$ cat src/rtl/csr_leg_pkg.sv
package csr_leg_pkg;
  localparam int IDX_W    = 5;
  localparam int PMP_REGS = 4;

  localparam logic [IDX_W-1:0] CSR_STATUS = 5'h00;
  localparam logic [IDX_W-1:0] CSR_MISA   = 5'h01;
  localparam logic [IDX_W-1:0] CSR_SATP   = 5'h02;
  localparam logic [IDX_W-1:0] CSR_TSEL   = 5'h03;
  localparam logic [IDX_W-1:0] CSR_MEPC   = 5'h04;
  localparam logic [IDX_W-1:0] CSR_SEPC   = 5'h05;
  localparam logic [IDX_W-1:0] CSR_MCNTEN = 5'h06;
  localparam logic [IDX_W-1:0] CSR_SCNTEN = 5'h07;
  localparam logic [IDX_W-1:0] CSR_VENDOR = 5'h08;
  localparam logic [IDX_W-1:0] CSR_ARCH   = 5'h09;
  localparam logic [IDX_W-1:0] CSR_IMPL   = 5'h0A;
  localparam logic [IDX_W-1:0] CSR_NMIEN  = 5'h0B;

  localparam logic [1:0] PRIV_M = 2'd3;

  // Translation mode: only bare (0) and Sv39 (8) are kept in 64-bit mode.
  function automatic logic [63:0] satp_legalize(logic [63:0] old_v, logic [63:0] new_v,
                                                logic is64);
    logic [63:0] r;
    r = new_v;
    if (is64 && (new_v[63:60] != 4'd0) && (new_v[63:60] != 4'd8))
      r[63:60] = old_v[63:60];
    return r;
  endfunction

  // Clearing C is refused unless the next fetch is 8-byte aligned.
  function automatic logic [63:0] misa_legalize(logic [63:0] old_v, logic [63:0] new_v,
                                                logic [2:0] npc_lo);
    logic [63:0] r;
    r = new_v;
    if (!new_v[2] && (npc_lo != 3'd0))
      r[2] = old_v[2];
    return r;
  endfunction

  // XLEN fields of the status register are fixed in 64-bit mode.
  function automatic logic [63:0] status_merge(logic [63:0] old_v, logic [63:0] new_v,
                                               logic is64);
    logic [63:0] r;
    r = new_v;
    if (is64)
      r[35:32] = old_v[35:32];
    return r;
  endfunction

  function automatic logic [63:0] status_view(logic [63:0] st, logic is64);
    logic [63:0] r;
    logic sd;
    sd = (&st[14:13]) | (&st[16:15]) | (&st[10:9]);
    r  = st;
    if (is64) r[63] = sd;
    else      r[31] = sd;
    return r;
  endfunction

  function automatic logic [63:0] epc_view(logic [63:0] v, logic c_on);
    logic [63:0] r;
    r    = v;
    r[0] = 1'b0;
    if (!c_on) r[1] = 1'b0;
    return r;
  endfunction

  function automatic logic [63:0] byte_merge(logic [63:0] old_v, logic [63:0] new_v,
                                             logic [7:0] take);
    logic [63:0] r;
    r = old_v;
    for (int b = 0; b < 8; b++)
      if (take[b]) r[8*b +: 8] = new_v[8*b +: 8];
    return r;
  endfunction
endpackage

$ cat src/rtl/csr_scalar_regs.sv
module csr_scalar_regs
  import csr_leg_pkg::*;
#(
  parameter int XLEN = 64
) (
  input  logic             clk,
  input  logic             rst_n,
  input  logic             wr_en,
  input  logic [IDX_W-1:0] wr_idx,
  input  logic [XLEN-1:0]  wr_data,
  input  logic [2:0]       next_pc_lo,
  output logic [XLEN-1:0]  status_q,
  output logic [XLEN-1:0]  misa_q,
  output logic [XLEN-1:0]  satp_q,
  output logic [XLEN-1:0]  tsel_q,
  output logic [XLEN-1:0]  mepc_q,
  output logic [XLEN-1:0]  sepc_q,
  output logic [XLEN-1:0]  mcnt_q,
  output logic [XLEN-1:0]  scnt_q,
  output logic             satp_fallback,
  output logic             misa_c_refused
);
  localparam logic        IS64       = (XLEN == 64);
  localparam logic [63:0] LETTERS    = 64'h0000_0000_0014_112D;
  localparam logic [63:0] MISA_RST   = IS64 ? (LETTERS | (64'd2 << 62)) : (LETTERS | (64'd1 << 30));
  localparam logic [63:0] STATUS_RST = IS64 ? 64'h0000_000A_0000_2000 : 64'h0000_0000_0000_2000;

  logic [63:0] wd64;
  logic [63:0] status_ns, misa_ns, satp_ns;

  always_comb begin
    wd64      = 64'(wr_data);
    status_ns = status_merge(64'(status_q), wd64, IS64);
    misa_ns   = misa_legalize(64'(misa_q), wd64, next_pc_lo);
    satp_ns   = satp_legalize(64'(satp_q), wd64, IS64);
  end

  assign satp_fallback  = wr_en && (wr_idx == CSR_SATP) && (satp_ns != wd64);
  assign misa_c_refused = wr_en && (wr_idx == CSR_MISA) && (misa_ns != wd64);

  always_ff @(posedge clk) begin
    if (!rst_n) begin
      status_q <= STATUS_RST[XLEN-1:0];
      misa_q   <= MISA_RST[XLEN-1:0];
      satp_q   <= '0;
      tsel_q   <= XLEN'(1);
      mepc_q   <= '0;
      sepc_q   <= '0;
      mcnt_q   <= XLEN'(7);
      scnt_q   <= XLEN'(7);
    end else if (wr_en) begin
      case (wr_idx)
        CSR_STATUS: status_q <= status_ns[XLEN-1:0];
        CSR_MISA:   misa_q   <= misa_ns[XLEN-1:0];
        CSR_SATP:   satp_q   <= satp_ns[XLEN-1:0];
        CSR_TSEL:   tsel_q   <= wr_data + XLEN'(1);
        CSR_MEPC:   mepc_q   <= wr_data;
        CSR_SEPC:   sepc_q   <= wr_data;
        CSR_MCNTEN: mcnt_q   <= wr_data;
        CSR_SCNTEN: scnt_q   <= wr_data;
        default: ;
      endcase
    end
  end
endmodule

$ cat src/rtl/csr_pmp_bank.sv
module csr_pmp_bank
  import csr_leg_pkg::*;
#(
  parameter int XLEN = 64,
  parameter int NENT = 4 * (PMP_REGS - 1) + XLEN / 8
) (
  input  logic                     clk,
  input  logic                     rst_n,
  input  logic                     wr_go,
  input  logic [1:0]               wr_sel,
  input  logic [XLEN-1:0]          wr_data,
  input  logic [NENT-1:0]          accept,
  output logic [PMP_REGS*XLEN-1:0] cfg_flat
);
  localparam int NB = XLEN / 8;

  for (genvar r = 0; r < PMP_REGS; r++) begin : g_reg
    logic [XLEN-1:0] q;
    logic [NB-1:0]   take;
    logic [63:0]     merged;

    assign take   = accept[4*r +: NB];
    assign merged = byte_merge(64'(q), 64'(wr_data), 8'(take));

    always_ff @(posedge clk) begin
      if (!rst_n)
        q <= '0;
      else if (wr_go && (wr_sel == 2'(r)))
        q <= merged[XLEN-1:0];
    end

    assign cfg_flat[r*XLEN +: XLEN] = q;
  end
endmodule

$ cat src/rtl/csr_read_mux.sv
module csr_read_mux
  import csr_leg_pkg::*;
#(
  parameter int XLEN = 64
) (
  input  logic [IDX_W-1:0]         rd_idx,
  input  logic [XLEN-1:0]          status_q,
  input  logic [XLEN-1:0]          misa_q,
  input  logic [XLEN-1:0]          satp_q,
  input  logic [XLEN-1:0]          tsel_q,
  input  logic [XLEN-1:0]          mepc_q,
  input  logic [XLEN-1:0]          sepc_q,
  input  logic [XLEN-1:0]          mcnt_q,
  input  logic [XLEN-1:0]          scnt_q,
  input  logic [PMP_REGS*XLEN-1:0] pmp_flat,
  output logic [XLEN-1:0]          rd_data,
  output logic                     rd_illegal
);
  localparam logic IS64 = (XLEN == 64);

  logic [63:0] st_view, mepc_view, sepc_view;

  always_comb begin
    st_view   = status_view(64'(status_q), IS64);
    mepc_view = epc_view(64'(mepc_q), misa_q[2]);
    sepc_view = epc_view(64'(sepc_q), misa_q[2]);
  end

  assign rd_illegal = rd_idx[4];

  always_comb begin
    rd_data = '0;
    if (!rd_idx[4]) begin
      case (rd_idx)
        CSR_STATUS: rd_data = st_view[XLEN-1:0];
        CSR_MISA:   rd_data = misa_q;
        CSR_SATP:   rd_data = satp_q;
        CSR_TSEL:   rd_data = tsel_q;
        CSR_MEPC:   rd_data = mepc_view[XLEN-1:0];
        CSR_SEPC:   rd_data = sepc_view[XLEN-1:0];
        CSR_MCNTEN: rd_data = mcnt_q;
        CSR_SCNTEN: rd_data = scnt_q;
        CSR_NMIEN:  rd_data = XLEN'(1);
        CSR_VENDOR, CSR_ARCH, CSR_IMPL: rd_data = '0;
        default:    rd_data = pmp_flat[rd_idx[1:0]*XLEN +: XLEN];
      endcase
    end
  end
endmodule

$ cat src/rtl/csr_legalize_unit.sv
module csr_legalize_unit
  import csr_leg_pkg::*;
#(
  parameter  int XLEN = 64,
  localparam int NENT = 4 * (PMP_REGS - 1) + XLEN / 8
) (
  input  logic             clk,
  input  logic             rst_n,
  input  logic             wr_en,
  input  logic [IDX_W-1:0] wr_idx,
  input  logic [XLEN-1:0]  wr_data,
  input  logic [2:0]       next_pc_lo,
  input  logic [1:0]       priv,
  input  logic [NENT-1:0]  pmp_accept,
  input  logic [IDX_W-1:0] rd_idx,
  output logic [XLEN-1:0]  rd_data,
  output logic             rd_illegal,
  output logic             wr_illegal
);
  logic [XLEN-1:0] status_q, misa_q, satp_q, tsel_q;
  logic [XLEN-1:0] mepc_q, sepc_q, mcnt_q, scnt_q;
  logic [PMP_REGS*XLEN-1:0] pmp_flat;
  logic satp_fallback, misa_c_refused;
  logic pmp_hit, pmp_go;

  assign pmp_hit    = wr_en && (wr_idx[4:2] == 3'b011);
  assign pmp_go     = pmp_hit && (priv == PRIV_M);
  assign wr_illegal = pmp_hit && (priv != PRIV_M);

  csr_scalar_regs #(.XLEN(XLEN)) u_regs (
    .clk(clk), .rst_n(rst_n), .wr_en(wr_en), .wr_idx(wr_idx), .wr_data(wr_data),
    .next_pc_lo(next_pc_lo),
    .status_q(status_q), .misa_q(misa_q), .satp_q(satp_q), .tsel_q(tsel_q),
    .mepc_q(mepc_q), .sepc_q(sepc_q), .mcnt_q(mcnt_q), .scnt_q(scnt_q),
    .satp_fallback(satp_fallback), .misa_c_refused(misa_c_refused)
  );

  csr_pmp_bank #(.XLEN(XLEN), .NENT(NENT)) u_pmp (
    .clk(clk), .rst_n(rst_n), .wr_go(pmp_go), .wr_sel(wr_idx[1:0]),
    .wr_data(wr_data), .accept(pmp_accept), .cfg_flat(pmp_flat)
  );

  csr_read_mux #(.XLEN(XLEN)) u_rd (
    .rd_idx(rd_idx),
    .status_q(status_q), .misa_q(misa_q), .satp_q(satp_q), .tsel_q(tsel_q),
    .mepc_q(mepc_q), .sepc_q(sepc_q), .mcnt_q(mcnt_q), .scnt_q(scnt_q),
    .pmp_flat(pmp_flat), .rd_data(rd_data), .rd_illegal(rd_illegal)
  );
endmodule

$ cat config.mk
export PLATFORM = sky130hd
export DESIGN_NAME = csr_legalize_unit
export DESIGN_NICKNAME = d
export VERILOG_FILES = /design/src/rtl/csr_leg_pkg.sv /design/src/rtl/csr_scalar_regs.sv /design/src/rtl/csr_pmp_bank.sv /design/src/rtl/csr_read_mux.sv /design/src/rtl/csr_legalize_unit.sv
export SDC_FILE = /design/constraint.sdc
export NUM_CORES = 2
export LEC_CHECK = 0
export ABC_AREA = 1
export BUFFER_PORTS_ARGS = -buffer_cell sky130_fd_sc_hd__buf_2
export CORE_MARGIN = 5
export CORE_UTILIZATION = 50
export DETAILED_ROUTE_END_ITERATION = 12
export GPL_TIMING_DRIVEN = 0
export HOLD_SLACK_MARGIN = 0.03
export PLACE_DENSITY = 0.74
export SYNTH_ARGS = -nofsm -noshare
export SYNTH_HDL_FRONTEND = slang
export SYNTH_SLANG_ARGS = --single-unit
$ cat constraint.sdc
create_clock -name clk -period 1.35 [get_ports clk]
set_input_delay 0 -clock clk [delete_from_list [all_inputs] [get_ports clk]]
set_output_delay 0 -clock clk [all_outputs]
set_load 0.01 [all_outputs]
==> summary.md <==
| Metric | Value |
|---|---|
| P_sw | 13900 µW |
| Clock transition at the registers of the reported paths | 0.06 ns |
| Sequential-to-total area share from yosys stat | 45.3% |
| Skew final | 0 ns |
| VDD IR max | 0.00125 V |
| Buffers plus inverters on the worst setup path | 2 |
| R2R Setup Slk | 0.41 ns |
| YS warnings | 0 |
| Routed vias/inst | 6.37 |
| Cells along the critical path | nand2_2, nand3_2, nand2_4, nand2_4, nor2_4, nand3_2, nand2_2, inv_2, buf_6 |
| Worst Hold Class | in2reg |
| Final period util | 132% |
| Detailed Route WL | 177000 µm |
| Max stage delay cell, worst path | dfxtp_1 |
| CP max FO | 2 |
| Final TNS setup | -22.03 ns |
| P_leak | 0.0182 µW |
| Final Hold Violating Endpoints | 0 |
| Gpl congestion | 1.09 |
| Clock sinks | 761 |
| DP Wirelength | 123000 µm |
| Rows | 95 |
| Area share of the largest cell type after synthesis | 45.3% |
| Die Wd | 269 µm |
| Die height | 269 µm |
| Max cap viols | 0 |
| Reg power frac | 43.3% |
| Failing checks | negative setup slack |
| Pwr Total | 52600 µW |
| Clk pwr share | 46.5% |
| Setup Viol. Count Final | 115 |
| Clk buf depth | 3 |
| Die footprint | 72500 µm² |
| Fillers | 5809 |
| Clock buffer count from CTS | 81 |
| Sw Ratio | 26.4% |
| Initial antenna violation count | 8 |
| DR iter-0 viols | 7412 |
| Fmax | 561 MHz |
| Hold slack | 0.0150 ns |
| Vias in the first global route | 35.5k |
| Placed cell area | 35600 µm² |
| Max H-tree Level | 3 |
| Finished layout cell area | 43600 µm² |
| Minimum clock period | 1.78 ns |
| Final worst setup slack | -0.432 ns |
| Syn Nets | 4916 |
| First-pass DRT Iterations | 7 |
| Tightest Pin Transition | 1.10 ns |
| FF+latch count, synth | 761 |
| Vias after detailed routing | 39.5k |
| Setup Crit Path Kind | reg2out |
| GR Overflow Total | 0 |
| RSZ-0062 raised after global routing | yes |
| Max_slew headroom | 26.3% |
| Routed Antenna Nets | 0 |
| Top cells by area, synth | dfxtp_1, o21ai_0, a21oi_1 |
| Power per cell area | 1210 nW/µm² |
| Final #Nets | 5353 |
| Largest net degree at the start of global routing | 15 |
| Avg Inst Size Synth | 6.99 µm² |
| Finished Core Util | 65.1% |
| First-pass GRT wire length | 243000 µm |
| Synth unique cells | 32 |
| Internal | 38700 µW |
| Share of post-route cells with drive strength above 1 | 24.3% |
| Cell taking the most area after synthesis | dfxtp_1 |
| Initial Util | 50.2% |
| IO Count | 168 |
| Mapped Area | 33600 µm² |
| CTS tree | built |
| # DRC | 0 |
| CP startpoint kind | flip-flop |
| Core area | 66900 µm² |
| Input/output buffers | 166 |
| Gr usage total | 45.2% |
| Combinational share of power | 10.2% |
| Slowest stage delay, CP | 0.34 ns |
| Req. time, crit path | 1.35 ns |
| Clock root buffer | clkbuf_16 |
| CP top delay family | simple AND/OR/NAND/NOR gates |
| Syn-to-layout area delta | 29.7% |
| Critical Path Sink Type | output pin |
| DR WL/cell | 28.6 µm |
| Max Slew Vio Count | 0 |
| Clock Latency Late Sink | 0.64 ns |
| Post-synthesis cell count | 4813 |
| Arr. time, crit path | 1.78 ns |
| Status | finished, violations left |
[cell families (layout without fill, tap and decap cells)]
family          count (synthesis)  after routing  synth area share [%]
buf+inv                       849           1352                  9.79
simple gates                 1406           1406                  16.7
xor+xnor                       24             24                 0.625
flops                         761            761                  45.3
other cells                     0             10                     0
fa+ha+maj                       1              1                0.0372
compound gates               1772           1772                  27.6
[synthesized netlist by cell type (all sizes together)]
cell and count:
nor4 1, nand2 699, o21ai 893, a21oi 646, xnor2 2, dfxtp 761, o22ai 143, nor3 7
o21a 71, inv 472, ha 1, clkinv 3, xor2 22, nand3b 1, nand3 128, o211ai 13
nand4 21, buf 100, a211oi 1, o21bai 5, clkbuf 274, nor2 549
[state kept, by name, summed over array words and instances, names as in the netlist]
signal / cells
u_regs.satp_q: 64
u_regs.sepc_q: 63
u_regs.misa_q: 64
u_regs.status_q: 59
u_pmp.g.q: 256
u_regs.mepc_q: 63
u_regs.mcnt_q: 64
u_regs.scnt_q: 64
u_regs.tsel_q: 64
[cell type report]
| class | instances | area [µm²] | share of cell area [%] |
|---|---|---|---|
| inverter | 475 | 1860 | 4.26 |
| tap | 873 | 1090 | 2.51 |
| clock buffer | 115 | 2370 | 5.44 |
| sequential | 761 | 15500 | 35.6 |
| timing repair buffer | 357 | 2940 | 6.74 |
| antenna | 10 | 25.0 | 0.0574 |
| clock inverter | 34 | 475 | 1.09 |
| multi-input combinational | 3203 | 16900 | 38.7 |
| buffer | 371 | 2430 | 5.57 |
[stage by stage]
step	setup WS [ns]	std cells
floorplan	0.0161	4813
global placement	-1.84	5852
detailed placement	-1.80	5852
CTS	-0.418	6143
global route	-0.447	6189
finish	-0.432	6199
[final timing paths]
| kind | depth (start not counted) | end | startpoint |
|---|---|---|---|
| worst min-delay path | 7 | u_regs.tsel_q[19] | wr_data[17] |
| worst max-delay path | 9 | rd_data[63] | u_regs.status_q[14] |
| worst min register to register | 2 | u_regs.satp_q[61] | u_regs.satp_q[61] |
| worst max register to register | 6 | u_regs.tsel_q[60] | u_regs.tsel_q[60] |
[routing by layer]
metal	global-route usage, %	routed length (µm)	vias up	part of all wire [%]
li1	-	-	16800	-
met4	37.4	19600	4	11
met1	56.7	61900	18200	35
met2	62.9	68500	3488	39
met3	14.6	27100	994	15
met5	0	89	-	0.050
[tightest hold or removal path: stages]
cell	delay [ns]
buf_2	0.12
nand2_1	0.08
nor2_1	0.07
nand2_1	0.08
xor2_1	0.08
o21ai_0	0.14
inv_1	0.04
[layout by cell type (no fill, tap or decap), types with 20 or more instances in the layout]
cell	count
clkbuf_4	21
buf_4	94
clkbuf_16	99
nand2_1	599
xor2_1	21
nor2_4	64
o21ai_1	75
nand4_1	21
o22ai_2	53
dlygate4sd3_1	90
inv_2	65
buf_12	22
nand3_2	22
o22ai_1	88
nor2_2	85
nand3_1	104
dfxtp_2	212
dfxtp_1	545
nor2_1	400
o21ai_0	777
o21ai_2	32
nand2_4	20
nand2_2	78
o21a_1	69
clkbuf_2	62
clkbuf_8	27
clkbuf_1	180
a21oi_1	642
inv_1	388
buf_2	182
buf_6	50
[power groups by stage]
stage | logic, µW | registers, µW | clock network, µW
after global routing | 5450 | 22800 | 25000
after floorplan | 2040 | 23200 | 0
after CTS | 4730 | 22800 | 24000
final | 5390 | 22800 | 24400
after detailed placement | 4040 | 23200 | 0
after global placement | 4030 | 23200 | 0
[what timing repair did]
item / in CTS / in global routing
resized for setup: 715 / 589
setup endpoints to repair: 742 / 594
hold buffers: 90 / 2
cloned: 3 / 3
pin swaps: 204 / 223
buffers inserted: 50 / 44
hold endpoints to repair: 277 / 6
No activity file was read; power rests on OpenSTA's default activity.
